===== config.mk =====
export PLATFORM = sky130hd
export DESIGN_NAME = refresh_sched
export DESIGN_NICKNAME = d
export VERILOG_FILES = /design/src/rtl/refresh_sched_pkg.sv /design/src/rtl/refresh_interval_timer.sv /design/src/rtl/refresh_pending_counter.sv /design/src/rtl/refresh_sched.sv
export SDC_FILE = /design/constraint.sdc
export NUM_CORES = 1
export LEC_CHECK = 0
export BUFFER_PORTS_ARGS = -buffer_cell sky130_fd_sc_hd__buf_2
export CORE_MARGIN = 5
export CORE_UTILIZATION = 52
export CTS_CLUSTER_SIZE = 12
export DETAILED_ROUTE_END_ITERATION = 7
export HOLD_SLACK_MARGIN = 0.06
export PLACE_DENSITY = 0.72
export SLEW_MARGIN = 20
export SYNTH_ARGS = -nofsm -noshare
export SYNTH_HDL_FRONTEND = slang
export SYNTH_SLANG_ARGS = --single-unit

===== constraint.sdc =====
create_clock -name clk -period 10.1 [get_ports clk]
set_input_delay 2.02 -clock clk [delete_from_list [all_inputs] [get_ports clk]]
set_output_delay 2.02 -clock clk [all_outputs]
set_load 0.01 [all_outputs]

===== src/rtl/refresh_sched_pkg.sv =====
package refresh_sched_pkg;

  typedef enum logic {
    MODE_SINGLE = 1'b0,
    MODE_BURST  = 1'b1
  } ref_mode_e;

  // Number of refreshes owed by one burst-mode expiry
  localparam int unsigned GROUP_LEN = 8;

endpackage


===== src/rtl/refresh_interval_timer.sv =====
module refresh_interval_timer
  import refresh_sched_pkg::*;
#(
  parameter int unsigned IW = 16
) (
  input  logic          clk,
  input  logic          rst_n,
  input  logic          enable,
  input  ref_mode_e     mode,
  input  logic [IW-1:0] interval,
  output logic          expire
);

  localparam int unsigned GW = $clog2(GROUP_LEN);
  localparam int unsigned CW = IW + GW;

  logic [CW-1:0] count_q;
  logic [CW-1:0] period;
  logic          running;

  // Burst mode stretches the period by the group length
  always_comb begin
    if (mode == MODE_BURST)
      period = CW'(interval) * CW'(GROUP_LEN);
    else
      period = CW'(interval);
  end

  assign running = enable && (interval != '0);

  // ">=" so that shortening the interval mid-count still expires promptly
  assign expire = running && (count_q >= (period - CW'(1)));

  always_ff @(posedge clk or negedge rst_n) begin
    if (!rst_n)
      count_q <= '0;
    else if (!running || expire)
      count_q <= '0;
    else
      count_q <= count_q + CW'(1);
  end

endmodule


===== src/rtl/refresh_pending_counter.sv =====
module refresh_pending_counter
  import refresh_sched_pkg::*;
#(
  parameter int unsigned MAX_PEND = 16,
  parameter int unsigned PW       = 5
) (
  input  logic          clk,
  input  logic          rst_n,
  input  logic          enable,
  input  logic          expire,
  input  ref_mode_e     mode,
  input  logic          take,
  output logic [PW-1:0] pend,
  output logic          ovf
);

  localparam int unsigned SW = PW + $clog2(GROUP_LEN) + 2;

  logic [SW-1:0] owed;
  logic [SW-1:0] sum;
  logic          too_many;

  always_comb begin
    if (!expire)
      owed = '0;
    else if (mode == MODE_BURST)
      owed = SW'(GROUP_LEN);
    else
      owed = SW'(1);
  end

  // take is only asserted while pend is nonzero, so no underflow
  assign sum      = SW'(pend) + owed - SW'(take);
  assign too_many = sum > SW'(MAX_PEND);

  always_ff @(posedge clk or negedge rst_n) begin
    if (!rst_n) begin
      pend <= '0;
      ovf  <= 1'b0;
    end else if (!enable) begin
      pend <= '0;
      ovf  <= 1'b0;
    end else if (too_many) begin
      pend <= PW'(MAX_PEND);
      ovf  <= 1'b1;
    end else begin
      pend <= sum[PW-1:0];
    end
  end

endmodule


===== src/rtl/refresh_sched.sv =====
module refresh_sched
  import refresh_sched_pkg::*;
#(
  parameter int unsigned IW       = 16,
  parameter int unsigned MAX_PEND = 16,
  parameter int unsigned PW       = $clog2(MAX_PEND + 1)
) (
  input  logic          clk,
  input  logic          rst_n,
  input  logic          cfg_enable,
  input  logic          cfg_burst,
  input  logic [IW-1:0] cfg_interval,
  output logic          ref_req,
  input  logic          ref_gnt,
  output logic [PW-1:0] pend_cnt,
  output logic          overflow
);

  ref_mode_e mode;
  logic      expire;
  logic      take;

  assign mode = cfg_burst ? MODE_BURST : MODE_SINGLE;

  refresh_interval_timer #(
    .IW(IW)
  ) u_timer (
    .clk      (clk),
    .rst_n    (rst_n),
    .enable   (cfg_enable),
    .mode     (mode),
    .interval (cfg_interval),
    .expire   (expire)
  );

  assign ref_req = (pend_cnt != '0);
  assign take    = ref_req && ref_gnt;

  refresh_pending_counter #(
    .MAX_PEND (MAX_PEND),
    .PW       (PW)
  ) u_pending (
    .clk    (clk),
    .rst_n  (rst_n),
    .enable (cfg_enable),
    .expire (expire),
    .mode   (mode),
    .take   (take),
    .pend   (pend_cnt),
    .ovf    (overflow)
  );

endmodule


Word-level counts from Yosys, hierarchy flattened
Index checks and enable logic that the tools add are counted.
Word-level totals
  bits in latches: 0
  input port bits: 21
  memories: 0
  bits in registers: 25
  ROM bits: 0
  bits in writable memories: 0
  logic and storage cells: 26
Operators by class
  divide/modulo/power cells: 0
  multipliers: 0
  reduce and logical (&&, ||, !) cells: 7
  add/subtract/negate cells: 4
  equal/unequal tests: 1
  $lt $le $gt $ge: 2
  shift operators: 0
  mux-type cells: 9
  bitwise logic cells: 0
Operators with widths (count)
  19-bit two-way mux: 2
  19-bit by 1-bit adder with 19-bit output (second input constant): 1
  19-bit >= comparator: 1
  19-bit by 1-bit subtractor with 19-bit output (second input constant): 1
  16-bit nonzero test: 1
  5-bit by 10-bit adder with 10-bit output: 1
  10-bit by 5-bit > comparator with 1-bit output (second input constant): 1
  5-bit two-way mux: 2
  10-bit by 1-bit subtractor with 10-bit output: 1
  4-bit two-way mux: 2
  5-bit nonzero test: 1
  1-bit logical AND: 3
  1-bit two-way mux: 3
  2-bit by 1-bit != test with 1-bit output (second input constant): 1
  1-bit logical NOT: 1
  1-bit logical OR: 1

Longest topological paths before layout
  word-level depth: 11
  depth in mapped cells: 24
  depth with buffers taken out: 21

Hierarchy
From an unflattened synthesis, not the netlist that was laid out.
Second synthesis, totals
  cells, all modules: 324
  area, all modules: 2671.3 um^2
By module, submodules not included
  refresh_interval_timer: sequential area each 475.5 um^2, instances 1, cells each 265, area an instance 2128.3 um^2
  refresh_pending_counter: sequential area each 150.1 um^2, instances 1, cells each 55, area an instance 518.0 um^2
  refresh_sched: sequential area each 0.0 um^2, instances 1, cells each 4, area an instance 25.0 um^2

Worst setup path before layout
OpenSTA, ideal clock, no wires.
  path type: input -> register
  start point: input port cfg_burst
  end point: register u_pending.ovf
  data arrival time: 6.719 ns
  setup slack: 3.257 ns
  cell stages on the path: 24
  path buffers: 3
  cell sequence: buf_2 -> inv_1 -> buf_1 -> nand2_1 -> ha_1 -> nor4b_2 -> o2111ai_2 -> nor3_1 -> xor2_1 -> mux2i_1 -> ha_1 -> and3_1 -> nand3_1 -> a211oi_1 -> buf_2 -> o211ai_1 -> ha_1 -> inv_1 -> ha_1 -> o21ai_1 -> or2_2 -> a2111oi_2 -> o21ai_1 -> o31a_1
Between the ends
  word-level cells in the longest chain between the ends: 10
  elaborated cells on any way between the ends: 11
  classes of those cells: 3 x add/sub; 2 x order compare; 1 x eq/ne; 4 x mux; 1 x reduce/logical
RTL lines
  start, declared: RTL line refresh_sched.sv:11  | input logic cfg_burst,
  1-bit two-way mux (*): RTL line refresh_sched.sv:23  | assign mode = cfg_burst ? MODE_BURST : MODE_SINGLE;
  19-bit two-way mux: RTL line refresh_interval_timer.sv:23  | if (mode == MODE_BURST)
  19-bit by 1-bit subtractor with 19-bit output: RTL line refresh_interval_timer.sv:32  | assign expire = running && (count_q >= (period - CW'(1)));
  19-bit >= comparator: RTL line refresh_interval_timer.sv:32
  1-bit logical AND: RTL line refresh_interval_timer.sv:32
  4-bit two-way mux (*): RTL line refresh_pending_counter.sv:24  | if (!expire)
  5-bit by 10-bit adder with 10-bit output (*): RTL line refresh_pending_counter.sv:33  | assign sum = SW'(pend) + owed - SW'(take);
  10-bit by 1-bit subtractor with 10-bit output (*): RTL line refresh_pending_counter.sv:33
  10-bit by 5-bit > comparator with 1-bit output (*): RTL line refresh_pending_counter.sv:34  | assign too_many = sum > SW'(MAX_PEND);
  2-bit by 1-bit != test with 1-bit output (no source line) (*)
  end signal, assigned: RTL line refresh_pending_counter.sv:39  | ovf <= 1'b0;
  end signal, assigned: RTL line refresh_pending_counter.sv:42  | ovf <= 1'b0;
  end signal, assigned: RTL line refresh_pending_counter.sv:45  | ovf <= 1'b1;
  end, declared: RTL line refresh_pending_counter.sv:14  | output logic ovf
Every way passes the cells marked *; elsewhere a longest branch is shown, timed or not.
A chain may end at the register's enable or synchronous reset.

Worst setup path after layout
Same ends and word-level chain as after synthesis.

==> flow_metrics.py <==
metrics = {
    "finish": {
        "multiInputGateArea_um2": 1930,
        "register_area_um2": 626,
        "n_antenna_cell": 0,
        "drive_gt1_share_pct": 19.2,
        "filler_cell_count": 488,
        "finalNetCount": 369,
        "areaGrowthSynthToFinish_pct": 6.56,
    },
    "sta": {
        "fin_skew_ns": 0.00330,
        "setup_viol": 0,
        "fmax_mhz": 143,
        "fin_setup_tns_ns": 0,
        "fin_crit_sh_pct": 69.2,
        "whs_ns": 0.523,
        "tightest_slew_ns": 0.835,
        "maxSlewViolCount": 0,
        "slew_headroom_pct": 44.3,
        "hold_violations": 0,
        "period_minus_slack_ns": 6.99,
        "rsz0062_at_grt": "no",
    },
    "power": {
        "p_leak_nw": 1.30,
        "power_density_nw_per_um2": 163,
        "power_frac_seq_pct": 25.8,
        "power.switching_w": 0.000212,
        "swShare_pct": 45.0,
        "p_int_w": 0.000259,
        "p_comb_share_pct": 61.7,
        "power_frac_clock_pct": 12.5,
        "ir_worst_vdd_uv": 141,
    },
    "job": {
        "maxCapViolCount": 0,
    },
    "routing": {
        "drt-vias-per-instance": 5.63,
        "drcViolationCount": 0,
        "ant_nets": 0,
        "wirelength_mm": 5.49,
        "firstDrtPassIters": 4,
        "vias": 2180,
        "drt-wirelength-per-cell_um": 14.2,
        "drtIter0Drc": 66,
    },
    "floorplan": {
        "core_um2": 5070,
        "num_rows": 26,
        "dieWidth_um": 82.2,
        "start_util_pct": 53.4,
        "ios": 28,
        "die_h_um": 82.2,
        "die_area_um2": 6760,
    },
    "global_routing": {
        "antenna_found_initial": 0,
        "grt_pass1_vias": 2029,
        "grt_usage_pct": 17.6,
        "grt_remaining_overflow": 0,
        "grt_pass1_wl_mm": 9.49,
        "grt_max_degree": 27,
    },
    "hold_path": {
        "hold_path_depth": 1,
        "hp-class": "reg2reg",
    },
    "place": {
        "hpwl_mm": 4.25,
        "port_buffers": 27,
        "globalplace.congestion": 0.882,
    },
    "clock_network": {
        "cts_buffers": 3,
        "post_cts_buffers": 0,
        "cts_tree": "done",
        "cts_resized": 0,
        "clkTransAtPathRegs_ns": 0.08,
        "htree_levels": 1,
        "root_buffer": "clkbuf_8",
        "clockBufferDepth": 2,
        "cts.sinks": 25,
        "clk_latency_ns": 0.27,
        "holdBufCountCts": 0,
    },
    "synthesis": {
        "ys_warn_count": 0,
        "synth-edff-count": 0,
        "syn_inst": 300,
        "yosysSeqAreaShare_pct": 23.1,
        "synth_fp_nets": 351,
        "ys_async_sr_fraction_pct": 100,
        "synth_ff_type": "dfrtp_1",
        "ys_ff_latch": 25,
        "synthDistinctLibCells": 60,
        "avgSynthCellArea_um2": 9.03,
        "netlist_area_um2": 2710,
    },
    "critical_path": {
        "cp_num_buf_inv": 3,
        "crit_top_cell": "ha_1",
        "cp.arrival_ns": 7.15,
        "rr_worst_depth": 14,
        "cp.required_ns": 10.26,
        "criticalPathCategory": "in2reg",
        "crit_fanout": 26,
        "cp_slowest_cell": "buf_2",
        "critPathLaunchType": "input pin",
        "critPathCaptureType": "flip-flop",
        "path_cells": "buf_2 > inv_1 > nand2_1 > ha_1 > nor4b_2 > o2111ai_2 > nor3_1 > xor2_1 > mux2i_1 > ha_1 > and3_1 > nand3_1 > a211oi_2 > o211ai_1 > ha_1 > inv_1 > ha_1 > o21ai_1 > or2_2 > a2111oi_2 > o21ai_1 > o31a_1",
        "path_depth": 22,
        "cp_top_family": "compound AO/OA/AOI/OAI gates",
        "max_stage_delay_ns": 0.41,
    },
    "status": {
        "run_status": "complete, no violations",
    },
}
## routing by layer
layer / share of wire (%) / wire length (um) / vias to the layer above / track usage [%]
li1: - / - / 1127 / -
met2: 45 / 2450 / 28 / 27.6
met1: 51 / 2800 / 1020 / 26.4
met5: 0 / 0 / - / 0
met3: 3.4 / 185 / 5 / 0.976
met4: 0.93 / 51 / 0 / 4.49
## cell type report
type	instances	share of cell area, %
flip-flops and latches	25	21.7
well taps	70	3.03
multi-input cells	246	67.0
clock buffers	4	1.56
repair buffers	28	4.94
inverters	14	1.82
## synth_stat cells, types with 3 or more instances
cell type / number / area (um^2)
a21o_1: 5 / 37.5
a21oi_1: 13 / 65.1
and2_1: 3 / 18.8
and3_1: 3 / 18.8
and4_1: 4 / 35.0
buf_1: 3 / 11.3
buf_2: 6 / 30.0
buf_6: 3 / 33.8
dfrtp_1: 25 / 626
ha_1: 29 / 363
inv_1: 14 / 52.6
mux2i_1: 9 / 90.1
nand2_1: 24 / 90.1
nand3_1: 11 / 55.1
nand4_1: 4 / 25.0
nor2_1: 13 / 48.8
nor3_1: 24 / 120
nor3_2: 11 / 110
nor4_1: 4 / 25.0
o21ai_0: 5 / 25.0
o21ai_1: 4 / 20.0
xnor2_1: 13 / 114
xor2_1: 22 / 193
## cells by family (layout without fill, tap and decap cells)
kind of cell | Yosys count | in the layout | synth area share, %
muxes | 10 | 10 | 3.74
and+or+nand+nor | 121 | 121 | 27.8
DFF | 25 | 25 | 23.1
xor gates and xnor gates | 35 | 35 | 11.3
AOI/OAI and AO/OA | 50 | 50 | 14.2
adders and majority gates | 30 | 30 | 14.1
buffers and inverters | 29 | 46 | 5.72
## registers in the layout (all words and copies together) (netlist names)
name             flops
u_pending.pend       5
u_pending.ovf        1
u_timer.count_q     19
## metrics by stage
stage | instance area [um^2] | utilization (%) | power [W] | cells | worst slack (ns)
final | 2890 | 56.9 | 0.000471 | 387 | 3.11
after global routing | 2890 | 56.9 | 0.000510 | 387 | 2.64
after CTS | 2890 | 56.9 | 0.000473 | 387 | 3.10
after detailed placement | 2840 | 56.0 | 0.000411 | 383 | 2.84
after global placement | 2840 | 56.0 | 0.000404 | 383 | 2.95
after floorplan | 2710 | - | 0.000346 | 300 | 3.26
## worst reg2reg max path, stage by stage, from the launching register on
cell and delay (ns):
dfrtp_1 0.46, ha_1 0.31, nand4_1 0.11, nor3_1 0.21
a21oi_1 0.11, a211oi_2 0.27, o211ai_1 0.12, ha_1 0.31
inv_1 0.04, ha_1 0.29, o21ai_1 0.09, or2_2 0.30
a2111oi_2 0.30, o21ai_1 0.21, o31a_1 0.31
## power groups by stage
stage	clock, W	sequential (W)	combinational, W
floorplan	0	0.000126	0.000220
global placement	0	0.000124	0.000280
detailed placement	0	0.000124	0.000287
CTS	0.0000610	0.000122	0.000290
global route	0.0000654	0.000124	0.000321
finish	0.0000588	0.000122	0.000291
## cells in the final DEF, fill, tap and decap left out, types with 2 or more instances in the layout
cell type and n:
a2111oi_2 2, a211oi_2 2, a21o_1 5, a21oi_1 13, and2_1 3, and3_1 3, and4_1 4, buf_2 27
clkbuf_8 3, dfrtp_1 25, ha_1 29, inv_1 14, mux2i_1 9, nand2_1 24, nand3_1 11, nand4_1 4
nor2_1 13, nor2b_1 2, nor3_1 24, nor3_2 11, nor3b_1 2, nor4_1 4, nor4b_1 2, nor4b_2 2
o211a_1 2, o21ai_0 5, o21ai_1 4, o21bai_1 2, o31a_1 2, or3_1 2, xnor2_1 13, xor2_1 22
## path summary, 6_finish.rpt
path / start / endpoint / slack [ns]
worst max-delay path: cfg_burst / u_pending.ovf$_DFFE_PN0P_ / 3.11
worst min-delay path: u_pending.ovf$_DFFE_PN0P_ / u_pending.ovf$_DFFE_PN0P_ / 0.52
worst max register to register: u_timer.count_q[7]$_DFF_PN0_ / u_pending.ovf$_DFFE_PN0P_ / 6.55
worst min register to register: u_pending.ovf$_DFFE_PN0P_ / u_pending.ovf$_DFFE_PN0P_ / 0.52
max in group asynchronous: rst_n / u_timer.count_q[9]$_DFF_PN0_ / 8.00
min in group asynchronous: rst_n / u_timer.count_q[1]$_DFF_PN0_ / 1.73
Power figures use the tool's default switching activity.
